<file path="src/rtl/daf_pkg.sv">
package daf_pkg;
    localparam int ADDR_BYTES = 6;
    localparam int ADDR_W     = ADDR_BYTES * 8;
    localparam int CRC_W      = 32;
    localparam logic [CRC_W-1:0] CRC_POLY = 32'hEDB8_8320;
    localparam logic [CRC_W-1:0] CRC_INIT = '1;
    localparam int HASH_IDX_W = 6;

    typedef struct packed {
        logic              valid;
        logic [ADDR_W-1:0] mac;
    } daf_entry_t;
endpackage

</file>
<file path="src/rtl/daf_crc_byte.sv">
module daf_crc_byte
    import daf_pkg::*;
(
    input  logic [CRC_W-1:0] crc_i,
    input  logic [7:0]       byte_i,
    output logic [CRC_W-1:0] crc_o
);
    logic [CRC_W-1:0] work;

    always_comb begin
        work = crc_i ^ {{(CRC_W-8){1'b0}}, byte_i};
        for (int b = 0; b < 8; b++) begin
            if (work[0]) work = (work >> 1) ^ CRC_POLY;
            else         work = work >> 1;
        end
        crc_o = work;
    end
endmodule

</file>
<file path="src/rtl/daf_hash_pick.sv">
module daf_hash_pick
    import daf_pkg::*;
(
    input  logic [CRC_W-1:0] crc_i,
    input  logic [31:0]      hash_lo_i,
    input  logic [31:0]      hash_hi_i,
    output logic             hit_o
);
    logic [CRC_W-1:0]      inv;
    logic [HASH_IDX_W-1:0] idx;
    logic [31:0]           word;

    always_comb begin
        inv = ~crc_i;
        // top bits of the reversed value are the low bits of inv, mirrored
        for (int k = 0; k < HASH_IDX_W; k++) idx[HASH_IDX_W-1-k] = inv[k];
        word  = idx[HASH_IDX_W-1] ? hash_hi_i : hash_lo_i;
        hit_o = word[idx[4:0]];
    end
endmodule

</file>
<file path="src/rtl/daf_ucast_table.sv">
module daf_ucast_table
    import daf_pkg::*;
#(
    parameter int NUM_ENTRIES = 8
) (
    input  logic                           clk_i,
    input  logic                           rst_ni,
    input  logic                           wr_en_i,
    input  logic [$clog2(NUM_ENTRIES)-1:0] wr_idx_i,
    input  logic                           wr_valid_i,
    input  logic [ADDR_W-1:0]              wr_mac_i,
    input  logic [ADDR_W-1:0]              cmp_mac_i,
    output logic                           hit_o
);
    localparam int IDX_W = $clog2(NUM_ENTRIES);

    logic [NUM_ENTRIES-1:0] hit_vec;

    for (genvar g = 0; g < NUM_ENTRIES; g++) begin : g_ent
        daf_entry_t ent_d, ent_q;

        always_comb begin
            ent_d = ent_q;
            if (wr_en_i && (wr_idx_i == IDX_W'(g))) begin
                ent_d.valid = wr_valid_i;
                ent_d.mac   = wr_mac_i;
            end
        end

        always_ff @(posedge clk_i or negedge rst_ni) begin
            if (!rst_ni) ent_q <= '0;
            else         ent_q <= ent_d;
        end

        assign hit_vec[g] = ent_q.valid && (ent_q.mac == cmp_mac_i);
    end

    assign hit_o = |hit_vec;
endmodule

</file>
<file path="src/rtl/daf_filter.sv">
module daf_filter
    import daf_pkg::*;
#(
    parameter int NUM_ENTRIES = 8
) (
    input  logic                           clk_i,
    input  logic                           rst_ni,
    input  logic                           in_valid_i,
    input  logic                           in_first_i,
    input  logic [7:0]                     in_byte_i,
    input  logic                           cfg_promisc_i,
    input  logic                           cfg_all_mcast_i,
    input  logic                           cfg_hash_en_i,
    input  logic [31:0]                    cfg_hash_lo_i,
    input  logic [31:0]                    cfg_hash_hi_i,
    input  logic                           tbl_wr_en_i,
    input  logic [$clog2(NUM_ENTRIES)-1:0] tbl_wr_idx_i,
    input  logic                           tbl_wr_valid_i,
    input  logic [ADDR_W-1:0]              tbl_wr_mac_i,
    output logic                           done_o,
    output logic                           accept_o
);
    localparam int CNT_W    = $clog2(ADDR_BYTES);
    localparam int LAST_IDX = ADDR_BYTES - 1;
    localparam int HELD_W   = ADDR_W - 8;

    typedef struct packed {
        logic [CNT_W-1:0]  cnt;
        logic [CRC_W-1:0]  crc;
        logic [HELD_W-1:0] mac;
        logic              done;
        logic              accept;
    } state_t;

    state_t st_d, st_q;

    logic [CNT_W-1:0]  idx;
    logic              last_fire;
    logic [CRC_W-1:0]  crc_seed;
    logic [CRC_W-1:0]  crc_next;
    logic [ADDR_W-1:0] full_mac;
    logic              is_bcast;
    logic              is_mcast;
    logic              hash_hit;
    logic              ucast_hit;
    logic              verdict;

    always_comb begin
        idx       = in_first_i ? '0 : st_q.cnt;
        last_fire = in_valid_i && (idx == CNT_W'(LAST_IDX));
        crc_seed  = (idx == '0) ? CRC_INIT : st_q.crc;
        full_mac  = {in_byte_i, st_q.mac};
        is_bcast  = &full_mac;
        is_mcast  = full_mac[0];
    end

    daf_crc_byte u_crc (
        .crc_i  (crc_seed),
        .byte_i (in_byte_i),
        .crc_o  (crc_next)
    );

    daf_hash_pick u_hash (
        .crc_i     (crc_next),
        .hash_lo_i (cfg_hash_lo_i),
        .hash_hi_i (cfg_hash_hi_i),
        .hit_o     (hash_hit)
    );

    daf_ucast_table #(.NUM_ENTRIES(NUM_ENTRIES)) u_tbl (
        .clk_i      (clk_i),
        .rst_ni     (rst_ni),
        .wr_en_i    (tbl_wr_en_i),
        .wr_idx_i   (tbl_wr_idx_i),
        .wr_valid_i (tbl_wr_valid_i),
        .wr_mac_i   (tbl_wr_mac_i),
        .cmp_mac_i  (full_mac),
        .hit_o      (ucast_hit)
    );

    always_comb begin
        if (cfg_promisc_i || is_bcast) verdict = 1'b1;
        else if (is_mcast)             verdict = cfg_all_mcast_i || (cfg_hash_en_i && hash_hit);
        else                           verdict = ucast_hit;
    end

    always_comb begin
        st_d        = st_q;
        st_d.done   = 1'b0;
        st_d.accept = 1'b0;
        if (in_valid_i) begin
            st_d.crc = crc_next;
            if (last_fire) begin
                st_d.cnt    = '0;
                st_d.done   = 1'b1;
                st_d.accept = verdict;
            end else begin
                st_d.cnt = idx + CNT_W'(1);
                st_d.mac[int'(idx)*8 +: 8] = in_byte_i;
            end
        end
    end

    always_ff @(posedge clk_i or negedge rst_ni) begin
        if (!rst_ni) st_q <= '0;
        else         st_q <= st_d;
    end

    assign done_o   = st_q.done;
    assign accept_o = st_q.accept;


    done_single_chk: assert property (@(posedge clk_i) disable iff (!rst_ni)
        done_o |=> !done_o);


    accept_gated_chk: assert property (@(posedge clk_i) disable iff (!rst_ni)
        !done_o |-> !accept_o);


    promisc_pass_chk: assert property (@(posedge clk_i) disable iff (!rst_ni)
        (last_fire && cfg_promisc_i) |=> (done_o && accept_o));


    mcast_block_chk: assert property (@(posedge clk_i) disable iff (!rst_ni)
        (last_fire && !cfg_promisc_i && !cfg_all_mcast_i && !cfg_hash_en_i
         && is_mcast && !is_bcast) |=> (done_o && !accept_o));


    restart_chk: assert property (@(posedge clk_i) disable iff (!rst_ni)
        (in_valid_i && in_first_i) |=> !done_o);
endmodule

</file>
<file path="config.mk">
export PLATFORM = sky130hd
export DESIGN_NAME = daf_filter
export DESIGN_NICKNAME = d
export VERILOG_FILES = /design/src/rtl/daf_pkg.sv /design/src/rtl/daf_crc_byte.sv /design/src/rtl/daf_hash_pick.sv /design/src/rtl/daf_ucast_table.sv /design/src/rtl/daf_filter.sv
export SDC_FILE = /design/constraint.sdc
export NUM_CORES = 1
export LEC_CHECK = 0
export ABC_AREA = 1
export BUFFER_PORTS_ARGS = -buffer_cell sky130_fd_sc_hd__buf_2
export CAP_MARGIN = 20
export CORE_MARGIN = 1
export CORE_UTILIZATION = 55
export DETAILED_ROUTE_END_ITERATION = 10
export PLACE_DENSITY = 0.73
export SETUP_SLACK_MARGIN = 0.05
export SYNTH_ARGS = -nofsm -noshare
export SYNTH_HDL_FRONTEND = slang
export SYNTH_SLANG_ARGS = --single-unit
</file>
<file path="constraint.sdc">
create_clock -name clk_i -period 5 [get_ports clk_i]
set_input_delay 0.5 -clock clk_i [delete_from_list [all_inputs] [get_ports clk_i]]
set_output_delay 0.5 -clock clk_i [all_outputs]
set_load 0.02 [all_outputs]
</file>
======== Word level (Yosys, flattened, before mapping) ========
Index checks and enable logic that the tools add are counted.
storage, ports and cells
  logic and storage cells ................. 97
  bits in registers ....................... 469
cells by class
  order comparisons ....................... 1
  reductions and logical operators ........ 25
  add/subtract/negate cells ............... 2
  shift operators ......................... 2
  eq/ne operators ......................... 16
  multiplexer cells ....................... 19
  bitwise operators ....................... 11
operators by type and width
  cell                                                   count
  == test 48 bit                                         8
  two-way mux 32 bit                                     10
  NOT 13 -> 14 bit                                       8
  AND reduction 48 bit                                   1
  bitwise mux 40 bit                                     1
  variable shift 8 x 33 -> 40 bit, first input constant  1
  variable part select 8 x 33 -> 40 bit                  1
  negation 6 -> 33 bit                                   1
  XOR 32 x 8 -> 32 bit                                   1
  logical AND 1 bit                                      18
  == test 3 bit, second input constant                   5
  OR reduction 8 bit                                     1
  == test 3 x 2 -> 1 bit, second input constant          2
  zero test 3 bit                                        2
  < comparator 5 x 6 -> 1 bit, second input constant     1
  two-way mux 3 bit                                      2
  NOT 6 bit                                              1
  binary-select mux 1 bit (select 5 bit)                 1
  two-way mux 2 bit                                      2
  adder 3 x 1 -> 3 bit, second input constant            1
  == test 3 x 1 -> 1 bit, second input constant          1
  two-way mux 1 bit                                      3
  logical OR 1 bit                                       2
  AND reduction 2 bit                                    1
  NOT 1 bit                                              1

======== Depth between registers and ports, before layout ========
Gate-level depths: netlist of run 1.
  word-level depth ........................ 30
  mapped depth ............................ 26
  depth with buffers taken out ............ 25

======== Hierarchy ========
From an unflattened synthesis of run 1, not the netlist that was laid out.
second synthesis, totals
  cells, all modules ...................... 3622
  area, all modules ....................... 25758.5 µm²
modules (own cells, without submodules)
  module           area each (µm²)  instances  seq. area each (µm²)  cells each
  daf_ucast_table  20238.2          1          9809.4                2799
  daf_filter       3648.5           1          1926.8                462
  daf_crc_byte     1174.9           1          0.0                   209
  daf_hash_pick    696.9            1          0.0                   152

======== Worst setup path before layout of run 1 ========
No wires, ideal clock.
  path kind ............................... in2reg
  start point ............................. input in_first_i
  end point ............................... register st_q, in the netlist accept_o
  path buffers ............................ 2
  stages on the path ...................... 22
  arrival ................................. 2.937 ns
  slack ................................... 1.985 ns
  library setup time ...................... 0.077 ns
  path through ............................ nor2_1 inv_1 ha_1 ha_1 buf_6 nor2_4 xor2_4 nand3_2 nand2_1 nand2_2 nand2_4 buf_6 nand2_1 nand3_1 nand3_1 nand3_1 nand2_1 nand2_1 nand3_1 nand2_1 nand2_1 a21oi_1
RTL lines
  item                    line               RTL
  start: declaration      daf_filter.sv:9    input logic in_first_i,
  end signal: assignment  daf_filter.sv:106  else st_q <= st_d;
  end: declaration        daf_filter.sv:35   state_t st_d, st_q;

==> impl_results.md, run 1 <==
* Result of the run: finished with violations
* Violated checks: negative hold slack
* Synthesized area divided by synthesized cell count at just over 8 um^2
* Standard cell area after detailed placement at roughly 25,000 um^2
* Port-buffer cells at 133
* Share of final-layout standard cells stronger than drive strength 1 at 0.107
* Number of clock sinks at around 470
* Length in cells of the worst reg-to-reg path at 23
* Total clock buffers created by CTS at 50
* CTS root buffer: sky130_fd_sc_hd__clkbuf_16
* Routed vias at 22,700
* Weighted congestion reported at the end of routability-driven placement at 1.05
* Met3 demand-to-capacity share in global routing at 0.158
* Floorplan die area at approximately 44,000 um^2
* Standard cell with the maximum stage delay on the critical path: sky130_fd_sc_hd__ha_1
* Leak at approximately 12 nW
* Critical path type: flip-flop to flip-flop
* CP cell instances: inv_1 > nor2_1 > inv_1 > ha_1 > ha_1 > buf_4 > nor2_1 > nand2_1 > nand2_1 > nand2_1 > nand2_2 > nand3_1 > nand2_1 > inv_1 > nand3_1 > nand3_1 > nand3_1 > nand2_1 > nand2_1 > nand3_1 > nand2_1 > nand2_1 > a21oi_1
* Top-level port count at roughly 130
* PD cells at 586 nW/um^2
* NumNets Final at 3,048
* Utilization of the core after routing at 0.623
* Number of inserted filler cells in the final layout at 3,696
* Largest buffer count on any clock path at 3
* Longest individual stage delay on the worst path at 0.44 ns
* Critical path buffer and inverter count at 4
* Clock Pin Slew Worst Setup and Hold Paths at 0.06 ns
* Maximum frequency from static timing analysis at about 0.24 GHz
* Total power consumption of the routed design at 15.4 mW
* Initial core utilization at 0.560
* Post-synth EDFFs at 0
* Synthesized cell area at 23,600 um^2
* Hold Violations, Final at 16
* Overall Global Routing Usage at 0.469
* Wire length of the first global-routing pass at 146 mm
* Total wire length at roughly 100 mm
* Fraction of met2 tracks used by global routing at 0.674
* Maximum number of pins on one net before global-route repair at between 100 and 150
* Maxcap violations at 0
* Synthesized Nets at 3,001
* Cell type with the highest aggregate area in the netlist: sky130_fd_sc_hd__dfrtp_1
* Area added between synthesis and finish at 11.2%
* FF-to-FF setup slack at 0.91 ns
* DRC viols at 0
* Number of antenna violations at the first check in global routing at 7
* Total overflow reported by the global router at 0
* Commonest cells after routing, fill and taps aside: sky130_fd_sc_hd__nand2_1, sky130_fd_sc_hd__o21ai_0, sky130_fd_sc_hd__dfrtp_1
* Number of setup buffers added after CTS at 0
* Crit Path Max Fanout at 16
* Number of synthesized register bits at 469
* CTS H-tree lvls at 2
* Setup repair after global routing missed its margin: no
* Final routed wire length divided by cell count at approximately 29 um
* Leading cell type in the layout, fill and taps excluded: sky130_fd_sc_hd__nand2_1
* Most used flip-flop cell after synthesis: sky130_fd_sc_hd__dfrtp_1
* Number of buffers inserted by hold repair at cts at 0
* Type of the most critical hold path: primary input to asynchronous set/reset pin
* Pins Over Slew Limit at 0
* Minimum clock period after layout at slightly above 4 ns
* Beginning of the worst register-to-register path: st_q[74]$_DFFE_PN0P_
* Clock tree from TritonCTS: yes
* Cell type group with the largest total delay on the critical path: simple AND/OR/NAND/NOR gates
* Number of setup violations in the final report at 0
* Post-synth cell types at 50
* Critical Path RT at 5.52 ns
* Share of the cycle needed by the critical path after routing at 0.818
* Max IR drop VDD at about 0.40 mV
* Placeable Area at 42,100 um^2
* Async S/R FF share, synth at 1.00
* Initial DRC Count at 3,660
* Endpoint of the worst-slack reg-to-reg timing path: accept_o$_DFF_PN0_
* Design area at around 26,000 um^2
* Busiest layer in global routing: met2
* Post-Route Hold Slack at -0.0584 ns
* Leading post-synthesis cells by cell area: sky130_fd_sc_hd__dfrtp_1, sky130_fd_sc_hd__nand2_1, sky130_fd_sc_hd__o21ai_0
* Site Rows at 75
* Worst Clk Skew at 0.0250 ns
* Critical path's most frequent cell: sky130_fd_sc_hd__nand2_1
* Remaining antenna violation count at 0
* Post-Synthesis Cells at 2,865
* Router iterations before antenna repair at 7
* Post-Route Setup TNS at 0 ns
* Worst setup EP type: flip-flop
* Top cell type's share of synthesized area at 0.497
* Resized Gates After CTS at 0
* Transition time of the tightest slew-check pin at 1.18 ns
* Total half-perimeter wirelength after legalization and detailed placement at between 70 and 80 mm
* Arrival @ worst endpoint at between 4 and 5 ns
* Via count of the first global-routing pass at roughly 22,000
* Count of yosys warnings during synthesis at 0
* Met1 GRT Util at 0.611
* Sort of element at the start of the critical path: flip-flop
* Width of the die at 209 um
* Via/cell ratio at 6.51
* Sequential element share of the synthesized area at 0.497
* Max-Slew Margin vs Limit at 0.194
* Floorplan die height at approximately 210 um
* Clk_lat worst skew at 0.63 ns
## synthesized netlist by cell type (all sizes together) (36+ instances only)
| cell type | instances |
|---|---|
| xnor2 | 73 |
| nand3 | 84 |
| or2 | 42 |
| nand2 | 756 |
| inv | 220 |
| dfrtp | 469 |
| a21oi | 36 |
| nor2 | 115 |
| a221oi | 47 |
| clkbuf | 140 |
| o21ai | 526 |
| xor2 | 80 |
| nor4 | 39 |
| o22ai | 76 |
## cell type report
| class | instances | area, um^2 | area share |
|---|---|---|---|
| flip-flops and latches | 469 | 11700 | 0.447 |
| clock inverters | 20 | 214 | 0.00815 |
| multi-input cells | 2003 | 10400 | 0.397 |
| repair buffers | 159 | 916 | 0.0349 |
| clock buffers | 72 | 1440 | 0.0547 |
| inverters | 229 | 860 | 0.0327 |
| well taps | 539 | 674 | 0.0257 |
| diodes | 3 | 7.51 | 0.000286 |
## how the worst max path moves through the flow
stage,slack [ns],cells after the start,to,start
after detailed placement,0.71,23,accept_o$_DFF_PN0_,in_first_i
final,0.91,23,accept_o$_DFF_PN0_,st_q[74]$_DFFE_PN0P_
after CTS,0.94,24,accept_o$_DFF_PN0_,st_q[74]$_DFFE_PN0P_
after global routing,0.51,23,accept_o$_DFF_PN0_,st_q[74]$_DFFE_PN0P_
after floorplan,1.99,22,accept_o$_DFF_PN0_,in_first_i
after global placement,0.84,24,accept_o$_DFF_PN0_,in_first_i
## metal layers
layer  part of all wire  vias up
met5            0.00023        -
met4              0.072        4
met3               0.15      386
met2               0.42     1751
met1               0.36    10900
li1                   -     9658
## report_power, final
part           switching, mW  total [mW]  internal (mW)
logic                   3.74        5.58           1.84
clock network           1.66        3.82           2.16
registers               1.30        5.98           4.68
## kinds of logic (layout without fill, tap and decap cells)
kind of cell | after synthesis | after routing | share of synthesized area
xor+xnor | 153 | 153 | 0.0598
fa+ha+maj | 4 | 4 | 0.00212
simple gates | 1094 | 1094 | 0.196
compound gates | 751 | 751 | 0.180
buf+inv | 393 | 480 | 0.0642
mux | 1 | 1 | 0.000477
other cells | 0 | 3 | 0
flops | 469 | 469 | 0.497
## registers in the layout (all words and copies together) (netlist names)
name / cells
accept_o: 1
full_mac: 40
st_q: 35
done_o: 1
u_tbl.g_ent.ent_q: 392
## through the flow
stage	cells	hold WS, ns	worst slack (ns)
after global placement	3397	0.466	0.838
after CTS	3489	0.0251	0.935
after floorplan	2865	0.204	1.99
after global routing	3491	0.0420	0.513
final	3494	-0.0584	0.910
after detailed placement	3397	0.474	0.708
Power figures use the tool's default switching activity.
==> run 2: changes to the inputs <==
- PLACE_DENSITY: 0.73 -> 0.76
- clock period: 5 -> 3.4 ns (I/O delays scaled with it)
==> run 2 against run 1 <==
Combinational power rose by 71%. Via count grew 2.9%. Sequential share of layout area shrank 1.8 points. Critical endpoint unchanged. Non-clock buffer count increased by 121. Flip-flop and latch count did not move. Die area unchanged. Cell count grew 3.5%. The run now ends clean. Clock-buffer cell count rose by 2. Power increased by 54%.
==> impl_results.md, run 2 (synthesis gave the netlist of run 1 again) <==
* Switching part of the total at 0.425
* Sort of element at the start of the critical path: flip-flop
* Setup repair after global routing missed its margin: no
* Number of clock sinks at about 470
* Final routed wire length divided by cell count at 28.6 um
* Wire length of the first global-routing pass at around 150 mm
* Fraction of power consumed by combinational cells at 0.403
* Post-Route Hold Slack at about 0.011 ns
* Critical Path RT at 3.92 ns
* Standard cell area after detailed placement at 25,400 um^2
* Port-buffer cells at about 130
* Top-level port count at 134
* Weighted congestion reported at the end of routability-driven placement at 1.04
* Setup ws final at 0.298 ns
* Max-Slew Margin vs Limit at 0.256
* PD cells at 863 nW/um^2
* Cell total after placement at 3,499
* Max IR drop VDD at 0.597 mV
* Clk_lat worst skew at 0.63 ns
* Maxcap violations at 0
* Worst Clk Skew at around 0.047 ns
* Leading cell type in the layout, fill and taps excluded: sky130_fd_sc_hd__nand2_1
* Site Rows at 75
* Width of the die at 209 um
* Commonest cells after routing, fill and taps aside: sky130_fd_sc_hd__nand2_1, sky130_fd_sc_hd__o21ai_0, sky130_fd_sc_hd__dfrtp_1
* Worst setup EP type: flip-flop
* Remaining antenna violation count at 0
* Transition time of the tightest slew-check pin at 1.12 ns
* Worst setup slack after placement at around 0.13 ns
* Via count of the first global-routing pass at 22,000
* Register Area at 11,700 um^2
* Total clock buffers created by CTS at 50
* Arrival @ worst endpoint at about 3.6 ns
* NumNets Final at 3,169
* Part of the total power dissipated in sequential elements at 0.351
* Crit Path Max Fanout at 11
* Design area at roughly 27,000 um^2
* Largest register FFs at just under 400
* DRC viols at 0
* Hold Violations, Final at 0
* FF-to-FF setup slack at slightly below 0.3 ns
* Number of antenna violations at the first check in global routing at 8
* Share of final-layout standard cells stronger than drive strength 1 at 0.138
* Leak at 13.0 nW
* Overall Global Routing Usage at 0.477
* CTS root buffer: sky130_fd_sc_hd__clkbuf_16
* Floorplan die area at ~44,000 um^2
* Share of the cycle needed by the critical path after routing at 0.912
* Most flops, register: u_tbl.g_ent.ent_q
* Switching component of the power at 10.0 mW
* Floorplan die height at 209 um
* CTS H-tree lvls at 2
* Minimum clock period after layout at 3.10 ns
* Number of setup buffers added after CTS at 0
* Critical path type: flip-flop to flip-flop
* Clock tree from TritonCTS: yes
* Type of the most critical hold path: primary input to flip-flop
* Initial DRC Count at 3,770
* Total half-perimeter wirelength after legalization and detailed placement at 74.3 mm
* Via/cell ratio at roughly 6.5
* Number of inserted filler cells in the final layout at 3,588
* Clock Pin Slew Worst Setup and Hold Paths at 0.07 ns
* Total overflow reported by the global router at 0
* Maximum number of pins on one net before global-route repair at 99
* Routed vias at 23,400
* Number of setup violations in the final report at 0
* Post-Route Setup TNS at 0 ns
* Share of total power in the clock network at 0.246
* Total wire length at 104 mm
* Initial core utilization at 0.560
* Pins Over Slew Limit at 0
* Maximum frequency from static timing analysis at 0.322 GHz
* Largest buffer count on any clock path at 3
* Internal power contribution at approximately 14 mW
* Final standard cell count with taps included and fillers excluded at 3,615
* Result of the run: finished, final reports clean
* Placeable Area at 42,100 um^2
* Router iterations before antenna repair at 6
* Multi-input logic area at between 10,000 and 15,000 um^2
* Area added between synthesis and finish at 16.0%
run 2: what timing repair did:
action                                  CTS  global route
endpoints found under the setup margin    0             3
hold endpoints to repair                 96             0
hold buffers                             21             0
gates resized for setup                   0             3
run 2: layout make-up:
cell class                 count  share of cell area
antenna                        3            0.000274
clock buffer                  74              0.0549
clock inverter                18             0.00818
inverter                     229              0.0314
multi-input combinational   2003               0.381
sequential                   469               0.429
tap                          539              0.0246
timing repair buffer         280              0.0715
run 2: power by group through the flow:
stage                     Sequential (mW)  Combinational, mW  Clock (mW)
after floorplan                      7.68               5.47           0
after global placement               8.24               8.97           0
after detailed placement             8.28               9.07           0
after CTS                            8.20               9.16        5.78
after global routing                 8.37               10.1        5.98
final                                8.30               9.53        5.81
run 2: path summary, 6_finish.rpt:
kind                                                startpoint                                    to  depth (start not counted)
max in group asynchronous                               rst_ni               full_mac[5]$_DFFE_PN0P_                          3
min                                            tbl_wr_mac_i[6]   u_tbl.g_ent[7].ent_q[6]$_DFFE_PN0P_                          3
min reg2reg                u_tbl.g_ent[0].ent_q[9]$_DFFE_PN0P_   u_tbl.g_ent[0].ent_q[9]$_DFFE_PN0P_                          2
min in group asynchronous                               rst_ni  u_tbl.g_ent[3].ent_q[24]$_DFFE_PN0P_                          2
max reg2reg                           full_mac[37]$_DFFE_PN0P_                    accept_o$_DFF_PN0_                         12
max                                   full_mac[37]$_DFFE_PN0P_                    accept_o$_DFF_PN0_                         12
run 2: critical path: stages (launching register included):
cell and delay, ns:
sky130_fd_sc_hd__dfrtp_1 0.45, sky130_fd_sc_hd__inv_1 0.56, sky130_fd_sc_hd__o21ai_0 0.47, sky130_fd_sc_hd__a211oi_1 0.36, sky130_fd_sc_hd__buf_4 0.21, sky130_fd_sc_hd__nand3_1 0.21, sky130_fd_sc_hd__nor2_1 0.17, sky130_fd_sc_hd__nand3b_1 0.09
sky130_fd_sc_hd__nand2_1 0.07, sky130_fd_sc_hd__nor2_1 0.05, sky130_fd_sc_hd__nand3_1 0.17, sky130_fd_sc_hd__nand2_1 0.08, sky130_fd_sc_hd__a21oi_1 0.13
run 2: metrics by stage:
| step | power [mW] | utilization |
|---|---|---|
| floorplan | 13.1 | - |
| global placement | 17.2 | 0.604 |
| detailed placement | 17.4 | 0.604 |
| CTS | 23.1 | 0.650 |
| global route | 24.4 | 0.650 |
| finish | 23.6 | 0.650 |
run 2: metal layers:
metal	part of all wire	global-route usage	vias up	wire [um]
met5	0.00047	0	-	49
met2	0.41	0.676	1794	42500
met4	0.086	0.339	8	8920
li1	-	-	9912	-
met1	0.36	0.615	11200	37600
met3	0.14	0.157	471	14500
